--- config.mk ---
export PLATFORM = sky130hd
export DESIGN_NAME = bus_yield_arbiter
export DESIGN_NICKNAME = d
export VERILOG_FILES = /design/src/rtl/arb_pkg.sv /design/src/rtl/arb_sync.sv /design/src/rtl/arb_phase.sv /design/src/rtl/arb_reclaim.sv /design/src/rtl/bus_yield_arbiter.sv
export SDC_FILE = /design/constraint.sdc
export NUM_CORES = 1
export LEC_CHECK = 0
export BUFFER_PORTS_ARGS = -buffer_cell sky130_fd_sc_hd__buf_4
export CAP_MARGIN = 30
export CORE_MARGIN = 2
export CORE_UTILIZATION = 35
export DETAILED_ROUTE_END_ITERATION = 16
export SKIP_CTS_REPAIR_TIMING = 1
export SLEW_MARGIN = 20
export SYNTH_ARGS = -nofsm -noshare
export SYNTH_HDL_FRONTEND = slang
export SYNTH_HIERARCHICAL = 1
export SYNTH_SLANG_ARGS = --single-unit
--- constraint.sdc ---
create_clock -name clk -period 5.8 [get_ports clk]
set_clock_uncertainty 0.05 [all_clocks]
set_input_delay 1.16 -clock clk [delete_from_list [all_inputs] [get_ports clk]]
set_output_delay 1.16 -clock clk [all_outputs]
set_load 0.02 [all_outputs]
--- src/rtl/arb_pkg.sv ---
package arb_pkg;
   typedef enum logic [2:0] {
      ST_OWN     = 3'd0,
      ST_PEND    = 3'd1,
      ST_GRANT   = 3'd2,
      ST_YIELD   = 3'd3,
      ST_RECLAIM = 3'd4
   } arb_state_e;
endpackage

--- src/rtl/arb_sync.sv ---
module arb_sync #(
   parameter int WIDTH  = 2,
   parameter int STAGES = 2
) (
   input  logic             clk,
   input  logic             rst_n,
   input  logic [WIDTH-1:0] d,
   output logic [WIDTH-1:0] q
);
   logic [STAGES-1:0][WIDTH-1:0] pipe;

   if (STAGES < 2) begin : g_bad_stages
      $error("arb_sync needs at least two stages");
   end

   always_ff @(posedge clk or negedge rst_n) begin
      if (!rst_n) pipe <= '0;
      else        pipe <= {pipe[STAGES-2:0], d};
   end

   assign q = pipe[STAGES-1];
endmodule

--- src/rtl/arb_phase.sv ---
module arb_phase (
   input  logic clk,
   input  logic rst_n,
   output logic phase
);
   always_ff @(posedge clk or negedge rst_n) begin
      if (!rst_n) phase <= 1'b0;
      else        phase <= ~phase;
   end

   AST_PHASE_TOGGLE: assert property (@(posedge clk) disable iff (!rst_n)
      $past(rst_n) |-> (phase != $past(phase)));
endmodule

--- src/rtl/arb_reclaim.sv ---
module arb_reclaim #(
   parameter int FCV_TICKS = 2,
   parameter int ADC_TICKS = 3
) (
   input  logic clk,
   input  logic rst_n,
   input  logic start,
   input  logic drop,
   output logic adc_oe,
   output logic fcv_oe,
   output logic finish
);
   localparam int CW = $clog2(ADC_TICKS + 1);

   logic          running;
   logic [CW-1:0] rc;

   if (FCV_TICKS < 2 || ADC_TICKS <= FCV_TICKS) begin : g_bad_gap
      $error("arb_reclaim needs FCV_TICKS >= 2 and ADC_TICKS > FCV_TICKS");
   end

   assign finish = running && ((rc + 1'b1) == CW'(ADC_TICKS));

   always_ff @(posedge clk or negedge rst_n) begin
      if (!rst_n) begin
         running <= 1'b0;
         rc      <= '0;
         adc_oe  <= 1'b1;
         fcv_oe  <= 1'b1;
      end else begin
         if (drop) begin
            adc_oe <= 1'b0;
            fcv_oe <= 1'b0;
         end
         if (start) begin
            running <= 1'b1;
            rc      <= '0;
         end else if (running) begin
            rc <= rc + 1'b1;
            if ((rc + 1'b1) == CW'(FCV_TICKS)) fcv_oe <= 1'b1;
            if (finish) begin
               adc_oe  <= 1'b1;
               running <= 1'b0;
            end
         end
      end
   end

   AST_OE_ORDER: assert property (@(posedge clk) disable iff (!rst_n)
      adc_oe |-> fcv_oe);
endmodule

--- src/rtl/bus_yield_arbiter.sv ---
module bus_yield_arbiter
   import arb_pkg::*;
#(
   parameter int SYNC_STAGES = 2,
   parameter int GRANT_TICKS = 5,
   parameter int FCV_TICKS   = 2,
   parameter int ADC_TICKS   = 3
) (
   input  logic clk,
   input  logic rst_n,
   input  logic bus_req_n,
   input  logic grant_ack_n,
   input  logic cycle_busy,
   output logic grant_n,
   output logic adc_oe,
   output logic fcv_oe,
   output logic bclk_phase
);
   localparam int PEND_LOAD = GRANT_TICKS - SYNC_STAGES - 2;
   localparam int CNT_W     = $clog2(GRANT_TICKS + 1);

   if (GRANT_TICKS < SYNC_STAGES + 2 || GRANT_TICKS > 7) begin : g_bad_grant
      $error("GRANT_TICKS must lie in SYNC_STAGES+2 .. 7");
   end
   if (SYNC_STAGES + 1 < 3 || SYNC_STAGES + 1 > 7) begin : g_bad_sync
      $error("acknowledge latency SYNC_STAGES+1 must lie in 3 .. 7");
   end

   arb_state_e       state, nxt;
   logic [CNT_W-1:0] cnt;
   logic [1:0]       sync_q;
   logic             req_s, ack_s;
   logic             go_reclaim, drop, grant_set, grant_clr, finish;

   arb_sync #(.WIDTH(2), .STAGES(SYNC_STAGES)) u_sync (
      .clk  (clk),
      .rst_n(rst_n),
      .d    ({~grant_ack_n, ~bus_req_n}),
      .q    (sync_q)
   );
   assign req_s = sync_q[0];
   assign ack_s = sync_q[1];

   arb_phase u_phase (
      .clk  (clk),
      .rst_n(rst_n),
      .phase(bclk_phase)
   );

   arb_reclaim #(.FCV_TICKS(FCV_TICKS), .ADC_TICKS(ADC_TICKS)) u_reclaim (
      .clk   (clk),
      .rst_n (rst_n),
      .start (go_reclaim),
      .drop  (drop),
      .adc_oe(adc_oe),
      .fcv_oe(fcv_oe),
      .finish(finish)
   );

   always_comb begin
      nxt        = state;
      go_reclaim = 1'b0;
      drop       = 1'b0;
      grant_set  = 1'b0;
      grant_clr  = 1'b0;
      unique case (state)
         ST_OWN: begin
            if (ack_s)      nxt = ST_YIELD;
            else if (req_s) nxt = ST_PEND;
         end
         ST_PEND: begin
            if (ack_s)           nxt = ST_YIELD;
            else if (!req_s)     nxt = ST_OWN;
            else if (cnt == '0) begin
               nxt       = ST_GRANT;
               grant_set = 1'b1;
            end
         end
         ST_GRANT: begin
            if (ack_s) begin
               nxt       = ST_YIELD;
               grant_clr = 1'b1;
            end else if (!req_s) begin
               nxt        = ST_RECLAIM;
               grant_clr  = 1'b1;
               go_reclaim = 1'b1;
            end
         end
         ST_YIELD: begin
            if (!ack_s) begin
               nxt        = ST_RECLAIM;
               go_reclaim = 1'b1;
            end else if (!cycle_busy) begin
               drop = 1'b1;
            end
         end
         ST_RECLAIM: begin
            if (finish) nxt = ST_OWN;
         end
         default: nxt = ST_OWN;
      endcase
   end

   always_ff @(posedge clk or negedge rst_n) begin
      if (!rst_n) begin
         state   <= ST_OWN;
         cnt     <= CNT_W'(PEND_LOAD);
         grant_n <= 1'b1;
      end else begin
         state <= nxt;
         if (state != ST_PEND)  cnt <= CNT_W'(PEND_LOAD);
         else if (cnt != '0)    cnt <= cnt - 1'b1;
         if (grant_set)         grant_n <= 1'b0;
         else if (grant_clr)    grant_n <= 1'b1;
      end
   end

   AST_GRANT_NEEDS_REQ: assert property (@(posedge clk) disable iff (!rst_n)
      $fell(grant_n) |-> $past(req_s));
   AST_ACK_HOLDS_GRANT_OFF: assert property (@(posedge clk) disable iff (!rst_n)
      (ack_s && $past(ack_s)) |-> grant_n);
   AST_GRANT_GAP: assert property (@(posedge clk) disable iff (!rst_n)
      $rose(grant_n) |=> (grant_n ##1 grant_n));
   AST_OE_DROP_CAUSE: assert property (@(posedge clk) disable iff (!rst_n)
      $fell(fcv_oe) |-> $past(ack_s && !cycle_busy));
endmodule

-- After elaboration in Yosys (flattened, before gate mapping)
Cells that the tools add are included.
- add/sub/neg operators: 2
- mux-type cells: 40
- eq/ne operators: 12
- reduce and logical (&&, ||, !) cells: 8
- bitwise logic cells: 3
- operators by type and width (cell ; count):
    two-way mux 3 bit ; 11
    two-way mux 1 bit ; 25
    one-hot mux 3 bit (5 select lines) ; 1
    == test 3 x 2 -> 1 bit (second input constant) ; 2
    logical NOT 3 bit ; 2
    inequality test 3 x 1 -> 1 bit (second input constant) ; 2
    nonzero test 2 bit ; 3
    AND reduction 5 bit ; 1
    == test 2 bit (second input constant) ; 2
    two-way mux 2 bit ; 2
    inequality test 2 bit (second input constant) ; 2
    inequality test 4 x 3 -> 1 bit (second input constant) ; 1
    == test 3 x 1 -> 1 bit (second input constant) ; 1
    == test 3 bit (second input constant) ; 1
    inequality test 3 x 2 -> 1 bit (second input constant) ; 1
    inverter 1 bit ; 3
    nonzero test 3 bit ; 1
    subtractor 3 x 1 -> 3 bit (second input constant) ; 1
    adder 2 x 1 -> 2 bit (second input constant) ; 1
    one-hot mux 1 bit (2 select lines) ; 1
    logical AND 1 bit ; 1
- word-level logic and storage cells: 75
- input bits: 5
- register bits after elaboration: 17

-- Longest topological paths before layout
- depth in word-level cells: 7
- mapped depth: 8
- gate-level depth less buffers: 7

-- Cells and area by module
The synthesis kept the hierarchy.
- by module, submodules not included (module ; sequential area each (µm²) ; cells an instance ; area each (µm²) ; instances):
    bus_yield_arbiter ; 177.7 ; 55 ; 450.4 ; 1
    arb_reclaim ; 127.6 ; 22 ; 227.7 ; 1
    arb_sync ; 100.1 ; 6 ; 115.1 ; 1
    arb_phase ; 25.0 ; 2 ; 28.8 ; 1

-- Least setup slack after synthesis
No wires, ideal clock.
- kind: register to register
- start point: register cnt[0]
- end point: register state[1]
- required time: 5.625 ns
- setup slack: 3.914 ns
- library setup time: 0.125 ns
- buffers on the path: 1
- arrival time: 1.711 ns
- cell stages (with the launch flop): 9
- cell sequence: dfstp_2 > inv_1 > ha_1 > ha_1 > clkbuf_1 > nor2_1 > mux2i_1 > o211ai_2 > mux2_4
- cells in the longest elaborated chain, start to end: 3
- ends and longest elaborated chain (item ; line ; source):
    from (decl) ; bus_yield_arbiter.sv:30 ; logic [CNT_W-1:0] cnt;
    from (signal assigned) ; bus_yield_arbiter.sv:107 ; cnt <= CNT_W'(PEND_LOAD);
    from (signal assigned) ; bus_yield_arbiter.sv:111 ; if (state != ST_PEND) cnt <= CNT_W'(PEND_LOAD);
    from (signal assigned) ; bus_yield_arbiter.sv:112 ; else if (cnt != '0) cnt <= cnt - 1'b1;
    logical NOT 3 bit ; bus_yield_arbiter.sv:74 ; else if (cnt == '0) begin
    inequality test 4 x 3 -> 1 bit (no line) ; -- ;
    AND reduction 5 bit (no line) ; -- ;
    to (signal assigned) ; bus_yield_arbiter.sv:110 ; state <= nxt;
    to (decl) ; bus_yield_arbiter.sv:29 ; arb_state_e state, nxt;
No other way between the ends.
A chain may end at the register's enable or synchronous reset.

-- Final worst setup path
- start point: register grant_n
- end point: output grant_n
- RTL lines (item ; line ; source):
    from (decl) ; bus_yield_arbiter.sv:14 ; output logic grant_n,
    from (signal assigned) ; bus_yield_arbiter.sv:108 ; grant_n <= 1'b1;
    from (signal assigned) ; bus_yield_arbiter.sv:113 ; if (grant_set) grant_n <= 1'b0;
    from (signal assigned) ; bus_yield_arbiter.sv:114 ; else if (grant_clr) grant_n <= 1'b1;
No word-level cell between the ends.

==> Flow_metrics.wiki <==
{| class="wikitable"
! Metric !! Value
|-
| Global router's overall resource usage || 0.121
|-
| Unrepaired setup endpoints after global routing || no
|-
| Category of the worst setup path launch point || flop
|-
| Cells along the critical path || buf_4
|-
| Final sum of negative setup slack || 0 ns
|-
| Worst hold stages || 0
|-
| Number of vias after detailed routing || between 500 and 600
|-
| Period utilisation layout || 0.377
|-
| Worst-margin pin slew || 0.486 ns
|-
| Clock Latency Late Sink || roughly 0.29 ns
|-
| Remaining number of nets flagged by the antenna check after routing || 0
|-
| Worst Setup Slack, final || roughly 3.6 ns
|-
| Buffers & Inverters on Critical Path || 1
|-
| Reg2Reg Depth || 7
|-
| CTS tree || built
|-
| Initial DRC Count || 19
|-
| Period minus WS final || approximately 2.2 ns
|-
| Maximum operating frequency || roughly 460 MHz
|-
| Worst min-delay path endpoint || u_sync/q[0]
|-
| Synth area leaders || sky130_fd_sc_hd__dfrtp_1 (40%), sky130_fd_sc_hd__dfstp_2 (13%), sky130_fd_sc_hd__ha_1 (6.1%), sky130_fd_sc_hd__inv_1 (5.9%), sky130_fd_sc_hd__nor2_1 (5.5%)
|-
| Maximum number of pins on one net before global-route repair || 18
|-
| Die Ht || between 50 and 60 µm
|-
| Slew Limit Headroom || 0.676
|-
| Crit. path cell count || 1
|-
| Vias per cell || around 5
|-
| Worst-case vdd ir drop || 198 µV
|-
| Worst-case clock buffer depth || 2
|-
| Number of primary I/O pins || 9
|-
| Most area-hungry cell type in the Yosys netlist || sky130_fd_sc_hd__dfrtp_1
|-
| Number of search-and-repair iterations in the first detailed-routing pass || 4
|-
| Startpoint of the most critical register-to-register path || cnt[0]
|-
| CTS root buffer || sky130_fd_sc_hd__clkbuf_4
|-
| Number of buffers inserted during clock tree synthesis || 3
|-
| Required time of the worst setup path || ~4.6 ns
|-
| Total wirelength of the detailed-routed design || about 1300 µm
|-
| Remaining global-route overflow || 0
|-
| Clock Sinks || 17
|-
| Run status || completed
|-
| Number of remaining DRC errors || 0
|-
| Total number of yosys warnings || 6
|-
| Area of the placeable core || ~2200 µm²
|-
| Share of post-route cells with drive strength above 1 || 0.209
|-
| Starting utilization of the core area || 0.372
|-
| Max-Cap Viols || 0
|-
| Initial antenna violation count || 0
|-
| Hold Vio Cnt, Final || 0
|-
| Post-synthesis sequential area ratio || 0.524
|-
| Worst hold start || u_sync/pipe[0]
|-
| Register-to-Register Setup Slack || just under 4 ns
|-
| Master of the slowest instance on the critical path || sky130_fd_sc_hd__dfstp_2
|-
| Cell Area, Synth || ~820 µm²
|-
| Total power per unit cell area || approximately 500 nW/µm²
|-
| Port Buffer Count || 8
|-
| Largest fanout of any net on the critical path || 3
|-
| Final slew viol count || 0
|-
| Average detailed-routed wire length per instance || roughly 11 µm
|-
| Data arrival time of the critical path || between 0.9 and 1 ns
|-
| Antenna cell count || 0
|-
| Global-route wire length before repair || around 2400 µm
|-
| Area added between synthesis and finish || 11.4%
|-
| Number of cells produced by synthesis || 85
|-
| Tightest Hold Check Type || flop to flop
|-
| Final cell area excluding filler cells || 916 µm²
|-
| Filler cell count in the final layout || roughly 230
|-
| Seq cells post-synth || 17
|-
| Number of synthesized flops with an enable pin || 0
|-
| Final HPWL DP || between 900 and 1000 µm
|-
| Top flip-flop cell by instance count after synthesis || sky130_fd_sc_hd__dfrtp_1
|-
| Post-Place Setup Slack || around 4 ns
|-
| Type of element capturing the critical path || output pin
|-
| Leak pwr || 0.000452 µW
|-
| Clock transition time at the flip-flop clock pins of the worst setup and hold paths || 0.11 ns
|-
| RD Place Congestion || 0.782
|-
| Total Nets Final || 101
|-
| Critical Setup Path Class || flop to output pin
|-
| Cell area after placement || roughly 890 µm²
|-
| Longest individual stage delay on the worst path || 0.55 ns
|-
| Vias in the first global route || between 500 and 600
|-
| Net Count, Synth || 94
|-
| Commonest cells in the synthesized netlist || sky130_fd_sc_hd__dfrtp_1 (13), sky130_fd_sc_hd__inv_1 (13), sky130_fd_sc_hd__nor2_1 (12)
|-
| Async set-reset flop share out of synthesis || 1.00
|-
| Proportion of netlist area held by the largest area contributor || 0.396
|-
| Final cell utilization of the core || 0.414
|-
| Unique masters post-synth || 27
|-
| R2r endpoint || state[1]
|-
| Synth Area per Inst || approximately 9.7 µm²
|-
| Horiz. Die Dim || 52.5 µm
|-
| Max H-tree Level || 1
|-
| Top delay family on crit path || flip-flops
|-
| # setup viols final || 0
|-
| Number of rows in the core area || 17
|-
| Total Die Area || about 2800 µm²
|}
-- report_power, final --
part,internal (µW),switching (µW)
Clock,26.2,38.6
Combinational,87.2,85.7
Sequential,164,52.5
Total,278,177
-- flip-flops by register name (all words and copies together), names as in the netlist --
name	flops
u_reclaim/adc_oe	1
u_reclaim/rc	2
state	3
u_sync/q	2
u_phase/phase	1
cnt	3
u_sync/pipe	2
u_reclaim/running	1
u_reclaim/fcv_oe	1
grant_n	1
-- per-layer routing --
| metal | routed length [µm] | vias up | track usage |
|---|---|---|---|
| li1 | - | 287 | - |
| met1 | 623 | 286 | 0.138 |
| met2 | 645 | 8 | 0.196 |
| met3 | 48 | 0 | 0.0600 |
| met4 | 0 | 0 | 0.0385 |
| met5 | 0 | - | 0 |
-- logic make-up after synthesis --
| group | count (synthesis) | synth area share |
|---|---|---|
| buffers and inverters | 19 | 0.0974 |
| adder cells (fa/ha/maj) | 4 | 0.0609 |
| AO/OA/AOI/OAI | 15 | 0.125 |
| XOR/XNOR | 2 | 0.0213 |
| flip-flops | 17 | 0.524 |
| multiplexers | 2 | 0.0304 |
| AND/OR/NAND/NOR | 26 | 0.142 |
-- area by class of cell --
cell class | instances | area [µm²] | area share
sequential | 17 | 430 | 0.470
tap | 28 | 35.0 | 0.0383
clock inverter | 1 | 7.51 | 0.00820
timing repair buffer | 8 | 60.1 | 0.0656
multi-input combinational | 49 | 312 | 0.340
inverter | 13 | 48.8 | 0.0533
clock buffer | 3 | 22.5 | 0.0246
-- placed cells by master (no fill, tap or decap), types with 2 or more instances in the layout --
| cell type | n |
|---|---|
| sky130_fd_sc_hd__a211oi_1 | 2 |
| sky130_fd_sc_hd__a21oi_1 | 6 |
| sky130_fd_sc_hd__buf_4 | 8 |
| sky130_fd_sc_hd__clkbuf_4 | 3 |
| sky130_fd_sc_hd__dfrtp_1 | 13 |
| sky130_fd_sc_hd__dfstp_2 | 4 |
| sky130_fd_sc_hd__ha_1 | 4 |
| sky130_fd_sc_hd__inv_1 | 13 |
| sky130_fd_sc_hd__nand2_1 | 6 |
| sky130_fd_sc_hd__nand2b_1 | 2 |
| sky130_fd_sc_hd__nand3_1 | 2 |
| sky130_fd_sc_hd__nor2_1 | 12 |
| sky130_fd_sc_hd__o22ai_1 | 2 |
-- worst max path at each step --
stage	from	end	slack, ns
4_1_cts	grant_n	grant_n	3.60
2_1_floorplan	cnt[0]	state[1]	3.91
3_5_place_dp	cnt[0]	state[1]	3.89
3_3_place_gp	grant_n	grant_n	3.94
5_1_grt	u_reclaim/fcv_oe	fcv_oe	3.56
6_report	grant_n	grant_n	3.61
-- stage by stage --
stage / hold slack, ns / total power, µW / std cells
after global placement: 0.282 / 388 / 115
after floorplan: 0.281 / 352 / 85
after CTS: 0.314 / 462 / 119
after detailed placement: 0.287 / 393 / 115
final: 0.309 / 455 / 119
after global routing: 0.320 / 506 / 119
Power figures use the tool's default switching activity.
